--- config.mk ---
export PLATFORM = sky130hd
export DESIGN_NAME = sd_data_timeout
export DESIGN_NICKNAME = d
export VERILOG_FILES = /design/src/rtl/sd_dto_pkg.sv /design/src/rtl/sd_dto_exp_resolve.sv /design/src/rtl/sd_dto_counter.sv /design/src/rtl/sd_dto_fsm.sv /design/src/rtl/sd_data_timeout.sv
export SDC_FILE = /design/constraint.sdc
export NUM_CORES = 1
export LEC_CHECK = 0
export ABC_AREA = 1
export CORE_AREA = 3 3 66 83
export DETAILED_ROUTE_END_ITERATION = 8
export DIE_AREA = 0 0 69 86
export PLACE_DENSITY = 0.69
export SLEW_MARGIN = 20
export SYNTH_ARGS = -nofsm -noshare
export SYNTH_HDL_FRONTEND = slang
export SYNTH_SLANG_ARGS = --single-unit
--- constraint.sdc ---
create_clock -name clk -period 2.05 [get_ports clk]
set_input_delay 0.615 -clock clk [delete_from_list [all_inputs] [get_ports clk]]
set_output_delay 0.615 -clock clk [all_outputs]
set_load 0.1 [all_outputs]
--- src/rtl/sd_dto_pkg.sv ---
package sd_dto_pkg;

    // Controller states of the data timeout watcher.
    typedef enum logic [1:0] {
        ST_IDLE    = 2'd0,
        ST_COUNT   = 2'd1,
        ST_EXPIRED = 2'd2
    } dto_state_e;

    // Largest legal window exponent.
    localparam int unsigned DTO_MAX_EXP = 14;

    // Exponent field width.
    localparam int unsigned DTO_EXP_W = 4;

endpackage

--- src/rtl/sd_dto_exp_resolve.sv ---
module sd_dto_exp_resolve
    import sd_dto_pkg::*;
#(
    parameter int unsigned EXP_W   = DTO_EXP_W,
    parameter int unsigned MAX_EXP = DTO_MAX_EXP,
    parameter int unsigned BASE    = 13,
    parameter int unsigned CNT_W   = MAX_EXP + BASE
) (
    input  logic [EXP_W-1:0] raw_exp,
    input  logic             fix_en,
    output logic [EXP_W-1:0] eff_exp,
    output logic [CNT_W-1:0] term_cnt
);

    logic [EXP_W-1:0] clamped;
    logic             skip_hit;

    // Saturate out-of-range codes to the maximum exponent.
    always_comb begin
        if (raw_exp > EXP_W'(MAX_EXP)) begin
            clamped = EXP_W'(MAX_EXP);
        end else begin
            clamped = raw_exp;
        end
    end

    // The workaround avoids the nonzero multiples of four below the maximum.
    always_comb begin
        skip_hit = fix_en
                && (clamped != '0)
                && (clamped[1:0] == 2'b00)
                && (clamped < EXP_W'(MAX_EXP));
    end

    always_comb begin
        if (skip_hit) begin
            eff_exp = clamped + EXP_W'(1);
        end else begin
            eff_exp = clamped;
        end
    end

    // Terminal count is one less than the window length.
    always_comb begin
        term_cnt = CNT_W'((64'd1 << (int'(eff_exp) + int'(BASE))) - 64'd1);
    end

endmodule

--- src/rtl/sd_dto_counter.sv ---
module sd_dto_counter #(
    parameter int unsigned CNT_W = 27
) (
    input  logic             clk,
    input  logic             rst_n,
    input  logic             clear,
    input  logic             inc,
    input  logic [CNT_W-1:0] term_cnt,
    output logic [CNT_W-1:0] cnt,
    output logic             hit
);

    // The terminal enable is the one that finds the count at its last value.
    always_comb begin
        hit = inc && (cnt == term_cnt);
    end

    always_ff @(posedge clk) begin
        if (!rst_n) begin
            cnt <= '0;
        end else if (clear) begin
            cnt <= '0;
        end else if (inc) begin
            if (hit) begin
                cnt <= '0;
            end else begin
                cnt <= cnt + CNT_W'(1);
            end
        end
    end

    // a clear request leaves the count at zero on the next cycle.
    p_clear_zero_r3: assert property (@(posedge clk) disable iff (!rst_n)
        clear |=> (cnt == '0));

endmodule

--- src/rtl/sd_dto_fsm.sv ---
module sd_dto_fsm
    import sd_dto_pkg::*;
(
    input  logic       clk,
    input  logic       rst_n,
    input  logic       active,
    input  logic       tick,
    input  logic       restart,
    input  logic       hit,
    input  logic       clr,
    output logic       cnt_clear,
    output logic       cnt_inc,
    output logic       flag,
    output dto_state_e state
);

    dto_state_e state_nx;
    logic       flag_nx;

    // State register.
    always_ff @(posedge clk) begin
        if (!rst_n) begin
            state <= ST_IDLE;
        end else begin
            state <= state_nx;
        end
    end

    // Next state.
    always_comb begin
        state_nx = state;
        unique case (state)
            ST_IDLE: begin
                if (active) begin
                    state_nx = hit ? ST_EXPIRED : ST_COUNT;
                end
            end
            ST_COUNT: begin
                if (!active) begin
                    state_nx = ST_IDLE;
                end else if (restart) begin
                    state_nx = ST_COUNT;
                end else if (hit) begin
                    state_nx = ST_EXPIRED;
                end
            end
            ST_EXPIRED: begin
                if (!active) begin
                    state_nx = ST_IDLE;
                end else if (restart) begin
                    state_nx = ST_COUNT;
                end
            end
            default: state_nx = ST_IDLE;
        endcase
    end

    // Counter controls and flag update.
    always_comb begin
        cnt_clear = !active || restart;
        cnt_inc   = 1'b0;
        unique case (state)
            ST_IDLE:    cnt_inc = active && tick && !restart;
            ST_COUNT:   cnt_inc = active && tick && !restart;
            ST_EXPIRED: cnt_inc = 1'b0;
            default:    cnt_inc = 1'b0;
        endcase
        if (hit) begin
            flag_nx = 1'b1;
        end else if (clr) begin
            flag_nx = 1'b0;
        end else begin
            flag_nx = flag;
        end
    end

    always_ff @(posedge clk) begin
        if (!rst_n) begin
            flag <= 1'b0;
        end else begin
            flag <= flag_nx;
        end
    end

    // the flag holds without a clear.
    p_flag_sticky_r5: assert property (@(posedge clk) disable iff (!rst_n)
        (flag && !clr) |=> flag);

    // the flag only rises on a terminal enable.
    p_rise_on_hit_r2: assert property (@(posedge clk) disable iff (!rst_n)
        $rose(flag) |-> $past(hit));

    // an idle transfer parks the controller.
    p_inactive_idle_r4: assert property (@(posedge clk) disable iff (!rst_n)
        !active |=> (state == ST_IDLE));

endmodule

--- src/rtl/sd_data_timeout.sv ---
module sd_data_timeout
    import sd_dto_pkg::*;
#(
    parameter int unsigned BASE = 13
) (
    input  logic       clk,
    input  logic       rst_n,
    input  logic       sd_clk_en,
    input  logic       xfer_active,
    input  logic       data_evt,
    input  logic [3:0] tmo_exp,
    input  logic       errata_fix_en,
    input  logic       tmo_clr,
    output logic       tmo_err
);

    localparam int unsigned CNT_W = DTO_MAX_EXP + BASE;

    logic [3:0]       eff_exp;
    logic [CNT_W-1:0] term_cnt;
    logic [CNT_W-1:0] cnt;
    logic             hit;
    logic             cnt_clear;
    logic             cnt_inc;
    dto_state_e       state;

    sd_dto_exp_resolve #(
        .EXP_W  (4),
        .MAX_EXP(DTO_MAX_EXP),
        .BASE   (BASE),
        .CNT_W  (CNT_W)
    ) u_exp (
        .raw_exp (tmo_exp),
        .fix_en  (errata_fix_en),
        .eff_exp (eff_exp),
        .term_cnt(term_cnt)
    );

    sd_dto_counter #(
        .CNT_W(CNT_W)
    ) u_cnt (
        .clk     (clk),
        .rst_n   (rst_n),
        .clear   (cnt_clear),
        .inc     (cnt_inc),
        .term_cnt(term_cnt),
        .cnt     (cnt),
        .hit     (hit)
    );

    sd_dto_fsm u_fsm (
        .clk      (clk),
        .rst_n    (rst_n),
        .active   (xfer_active),
        .tick     (sd_clk_en),
        .restart  (data_evt),
        .hit      (hit),
        .clr      (tmo_clr),
        .cnt_clear(cnt_clear),
        .cnt_inc  (cnt_inc),
        .flag     (tmo_err),
        .state    (state)
    );

    // once expired, the count is frozen until a restart or the transfer ends.
    p_expired_frozen_r8: assert property (@(posedge clk) disable iff (!rst_n)
        (state == ST_EXPIRED && xfer_active && !data_evt) |=> $stable(cnt));

    // the controller leaves reset idle with no error.
    p_reset_idle_r1: assert property (@(posedge clk)
        !rst_n |=> (state == ST_IDLE && !tmo_err));

endmodule

==> Word level (Yosys, flattened, before mapping) <==
Cells that the tools add are included.
Widths: inputs -> output; s select.
{ "totals": {"reg_bits": 30, "input_bits": 11, "out_inout_bits": 1, "word_cells": 47} }
{ "op_classes": {"n_addsub": 4, "order_cmp": 2, "n_eq_ne": 6, "n_shift": 1, "muxes": 14, "bitwise": 1, "n_reduce_logical": 16} }
{ "ops": {"columns": ["operator", "count"], "rows": [
  ["$shl 1x32->27 const A", 1],
  ["$add 27x1->27 const B", 1],
  ["$eq 27x27->1", 1],
  ["$mux 27", 1],
  ["$sub 27x1->27 const B", 1],
  ["$mux 2", 7],
  ["$mux 4", 2],
  ["$logic_and 1x1->1", 6],
  ["$pmux 2 s3", 1],
  ["$add 4x4->5 const B", 1],
  ["$add 4x1->4 const B", 1],
  ["$gt 4x4->1 const B", 1],
  ["$logic_not 2->1", 2],
  ["$lt 4x4->1 const B", 1],
  ["$ne 4x3->1 const B", 1],
  ["$reduce_bool 4->1", 1],
  ["$reduce_or 2->1", 2],
  ["$mux 1", 3],
  ["$ne 3x3->1 const B", 1],
  ["$reduce_and 3->1", 1],
  ["$eq 2x1->1 const B", 1],
  ["$eq 2x2->1 const B", 1],
  ["$logic_not 1->1", 2],
  ["$ne 2x2->1 const B", 1],
  ["other kinds (3)", 3]
]} }

==> Depth between registers and ports, before layout <==
{ "logic_depth": {"word_depth": 16, "ltp_mapped": 18, "mapped_depth_nobuf": 16} }

==> Hierarchy <==
A second synthesis with hierarchy kept.
{ "unflattened": {"hier_cells": 480, "hier_area_um2": 2767.7} }
{ "by_module_without_submodules": {"columns": ["mod", "n_inst", "cells_each", "area_per_inst_um2"], "rows": [
  ["sd_dto_counter", 1, 366, 2160.8],
  ["sd_dto_exp_resolve", 1, 74, 380.4],
  ["sd_dto_fsm", 1, 40, 226.5]
]} }

==> Least setup slack after synthesis <==
Ideal clock, no wire load.
{ "synth_path": {"path_type": "in2reg", "from": "in tmo_exp[2]", "to": "reg u_cnt.cnt[7]", "arrival_ns": 2.075, "required_ns": 1.931, "setup_slack_ns": -0.143, "cell_stages": 18, "path_buffers": 2, "cell_sequence": "buf_4 -> inv_2 -> nand2_2 -> nand3_1 -> nand3_2 -> a21oi_2 -> inv_2 -> nand2_1 -> nand2_1 -> nand2_1 -> nand2_1 -> nor2_1 -> nand3_1 -> nor2_2 -> nand3_2 -> nand2_4 -> buf_12 -> nor2_2"} }
{ "synth_via": {"elab_chain_cells": 13} }
{ "synth_lines": {"columns": ["element", "line", "text"], "rows": [
  ["from (decl)", "sd_data_timeout.sv:11", "input logic [3:0] tmo_exp,"],
  ["$gt 4x4->1", "sd_dto_exp_resolve.sv:20", "if (raw_exp > EXP_W'(MAX_EXP)) begin"],
  ["$mux 4 *", "sd_dto_exp_resolve.sv:20", null],
  ["branches (longest 4 deep; another with $lt 4x4->1)", null, null],
  ["$mux 4 *", "sd_dto_exp_resolve.sv:36", "if (skip_hit) begin"],
  ["$add 4x4->5 *", "sd_dto_exp_resolve.sv:45", "term_cnt = CNT_W'((64'd1 << (int'(eff_exp) + int'(BASE))) - 64'd1);"],
  ["$shl 1x32->27 *", "sd_dto_exp_resolve.sv:45", null],
  ["$sub 27x1->27 *", "sd_dto_exp_resolve.sv:45", null],
  ["$eq 27x27->1 *", "sd_dto_counter.sv:15", "hit = inc && (cnt == term_cnt);"],
  ["$logic_and 1x1->1 *", "sd_dto_counter.sv:15", null],
  ["$mux 27 *", "sd_dto_counter.sv:24", "if (hit) begin"],
  ["to (signal assigned)", "sd_dto_counter.sv:27", "cnt <= cnt + CNT_W'(1);"],
  ["to (decl)", "sd_dto_counter.sv:9", "output logic [CNT_W-1:0] cnt,"]
]} }
Every way passes the cells marked *.
A chain may end at the register's enable or synchronous reset.

==> Final worst setup path <==
{ "layout_path": {"from": "in tmo_exp[1]", "to": "reg u_fsm.state[0]"} }
{ "layout_via": {"elab_chain_cells": 15} }
{ "layout_lines": {"columns": ["element", "line", "text"], "rows": [
  ["$gt 4x4->1", "sd_dto_exp_resolve.sv:20", null],
  ["$mux 4 *", "sd_dto_exp_resolve.sv:20", null],
  ["branches (longest 4 deep; another with $lt 4x4->1)", null, null],
  ["$mux 4 *", "sd_dto_exp_resolve.sv:36", null],
  ["$add 4x4->5 *", "sd_dto_exp_resolve.sv:45", null],
  ["$shl 1x32->27 *", "sd_dto_exp_resolve.sv:45", null],
  ["$sub 27x1->27 *", "sd_dto_exp_resolve.sv:45", null],
  ["$eq 27x27->1 *", "sd_dto_counter.sv:15", null],
  ["$logic_and 1x1->1 *", "sd_dto_counter.sv:15", null],
  ["$mux 2", "sd_dto_fsm.sv:35", "state_nx = hit ? ST_EXPIRED : ST_COUNT;"],
  ["$mux 2", "sd_dto_fsm.sv:34", "if (active) begin"],
  ["$pmux 2 s3", "sd_dto_fsm.sv:32", "unique case (state)"],
  ["to (signal assigned)", "sd_dto_fsm.sv:25", "state <= state_nx;"],
  ["to (decl)", "sd_dto_fsm.sv:14", "output dto_state_e state"]
]} }
Every way passes the cells marked *. The select of a mux whose other input is x is not followed.

==> results_dict.tcl <==
set metrics [dict create \
    outcome "complete, but fails checks" \
    violations "negative setup slack" \
    synthSimpleGateAreaFrac 0.444 \
    h-tree-depth 2 \
    postSynthCellCount 374 \
    ys_warn_count 0 \
    layout_common_cells "77 x nand2_1, 75 x buf_4, 46 x inv_1" \
    slew_viol_final 0 \
    initial_utilization 0.492 \
    worstSetupPathType "in2reg" \
    required_ps 2220 \
    io_buffers 11 \
    ys_ff_latch 30 \
    yosysSeqAreaShare 0.256 \
    cts.sinks 30 \
    drt-total-wl_mm 7.41 \
    fin_ws_ps -94.6 \
    drive_gt1_frac 0.385 \
    synth_top_family_by_area "simple AND/OR/NAND/NOR gates" \
    grt_pass1_wl_mm 12.5 \
    cts_tree "done" \
    antenna_found_initial 0 \
    period_share 1.05 \
    ant_nets 0 \
    fmax_ghz 0.466 \
    grt_pass1_vias 2851 \
    critPathCaptureType "flip-flop" \
    dieArea_um2 5930 \
    synthAdderAreaFrac 0.0107 \
    drc_errors 0 \
    powerDensity_nw_per_um2 386 \
    dpl-instance-area_um2 2940 \
    overflow 0 \
    cts_buffers 5 \
    vdd_drop_max_uv 357 \
    crit_arrival_ps 2320 \
    setup_viol 27 \
    vias 2778 \
    hp-class "reg2reg" \
    drt-initial-drc-count 138 \
    n_antenna_cell 0 \
    layout_commonest_cell "nand2_1" \
    wl_met2_mm 3.94 \
    cts-root-buf "clkbuf_8" \
    synthDistinctLibCells 41 \
    dp_hpwl_mm 5.03 \
    dp_cells 493 \
    die_w_um 69 \
    area_growth_pct 50.3 \
    firstDrtPassIters 4 \
    dr.max_layer_used "met4" \
    ioPinCount 12 \
    route.met3.wl_um 276 \
    rsz0062_at_grt "true" \
    syn-mean-instance-area_um2 6.27 \
    m1WireLength_mm 2.88 \
    clk_pin_slew_ps 70 \
    hold_viol 0 \
    synth_mux_area_frac 0 \
    maxCapViolCount 0 \
    clk_latency_ps 280 \
    wl_per_cell_um 14.1 \
    p_leak_nw 1.44 \
    postCtsHoldBufs 0 \
    grt_max_degree 14 \
    synth_compound_area_frac 0.0880 \
    place_congestion 0.865 \
    cts_buffer_depth 2 \
    fin_worst_skew_ps 8.98 \
    synth_area_um2 2340 \
    final_area_um2 3520 \
    dieHeight_um 86 \
    core-area_um2 4760 \
    layout.nets 479 \
    viasPerCell 5.27 \
    fp-row-count 28 \
    fin_crit_ps 2140 \
    fin_tns_setup_ps -1980 \
    grt_usage 0.260 \
    critPathMaxFanout 5 \
    regToRegSetupSlack_ps 60 \
    startpoint_type "primary input" \
    final_cells 527 \
    synthXorXnorAreaFrac 0.0747 \
]
==> path summary, 6_finish.rpt <==
path	to	from	cells past startpoint
hold reg to reg	u_cnt.cnt[1]	u_cnt.cnt[1]	2
setup reg to reg	u_fsm.state[0]	u_cnt.cnt[10]	17
hold / removal	u_cnt.cnt[1]	u_cnt.cnt[1]	2
setup / recovery	u_fsm.state[0]	tmo_exp[1]	17
==> cell families (layout without fill, tap and decap cells) <==
| group | Yosys count | in the layout |
|---|---|---|
| simple gates | 223 | 223 |
| xor+xnor | 20 | 20 |
| compound gates | 34 | 34 |
| fa+ha+maj | 2 | 2 |
| other cells | 1 | 2 |
| buf+inv | 64 | 156 |
| flops | 30 | 30 |
==> per-layer routing <==
layer	vias to the layer above	global-route usage
li1	1382	-
met1	1289	0.270
met2	78	0.466
met3	29	0.0516
met4	0	0.179
met5	-	0
==> flip-flops by register name, summed over array words and instances, names as in the netlist <==
signal       flops
u_fsm.flag       1
u_fsm.state      2
u_cnt.cnt       27
==> per-stage QoR <==
stage | worst slack (ps) | utilization | total power [W] | hold WS (ps)
after global placement | -749 | 0.616 | 0.000794 | 492
final | -94.6 | 0.740 | 0.00136 | 488
after detailed placement | -779 | 0.616 | 0.000797 | 494
after floorplan | -113 | - | 0.000722 | 470
after CTS | -141 | 0.713 | 0.00133 | 504
after global routing | -219 | 0.740 | 0.00143 | 524
==> Yosys cell counts (all sizes together) <==
| cell | instances | area share |
|---|---|---|
| buf | 9 | 0.037 |
| a41oi | 1 | 0.0037 |
| nand4 | 9 | 0.027 |
| or2 | 2 | 0.0053 |
| o31ai | 1 | 0.0032 |
| clkbuf | 1 | 0.0016 |
| xnor2 | 6 | 0.022 |
| a211oi | 1 | 0.0032 |
| ha | 2 | 0.011 |
| a211o | 1 | 0.0037 |
| o21ai | 13 | 0.028 |
| nor4 | 3 | 0.011 |
| dfxtp | 30 | 0.26 |
| o22ai | 3 | 0.0080 |
| and3 | 2 | 0.0075 |
| o211ai | 1 | 0.0032 |
| a21o | 1 | 0.0032 |
| nor3b | 1 | 0.0032 |
| a21oi | 9 | 0.021 |
| conb | 1 | 0.0016 |
| inv | 54 | 0.086 |
| o2111ai | 3 | 0.011 |
| nor3 | 12 | 0.030 |
| nand3 | 34 | 0.083 |
| nand2 | 92 | 0.15 |
| nor2 | 68 | 0.12 |
| xor2 | 14 | 0.052 |
==> power by group <==
group	switching [W]	leakage [nW]	total [W]	internal, W
combinational	0.000146	1.14	0.000281	0.000135
sequential	0.00000150	0.245	0.000584	0.000583
clock	0.000223	0.0482	0.000493	0.000270
total	0.000371	1.44	0.00136	0.000988
==> repair_timing <==
action	in CTS	in global routing
pin swaps	29	22
cloned	1	0
gates resized for setup	74	52
endpoints found under the setup margin	29	29
setup buffers	24	6
==> worst max-delay path, stage by stage <==
cell,delay (ps)
buf_8,120
nor2_4,110
buf_4,120
nand3_4,70
nand3_4,80
nand3_2,100
nor2_2,130
or2_1,140
nand2_1,70
nand2_2,70
nand4_1,120
nor2_2,110
nand3_2,110
buf_6,140
buf_6,110
nand2_4,50
a21oi_2,50
==> final cells by class <==
cell class	count	area, µm²
Inverter	54	223
Clock inverter	1	5.00
Clock buffer	7	86.3
Tap cell	60	75.1
Fill cell	364	1240
Timing Repair Buffer	94	821
Multi-Input combinational cell	281	1710
Sequential cell	30	609
Power figures use the tool's default switching activity.
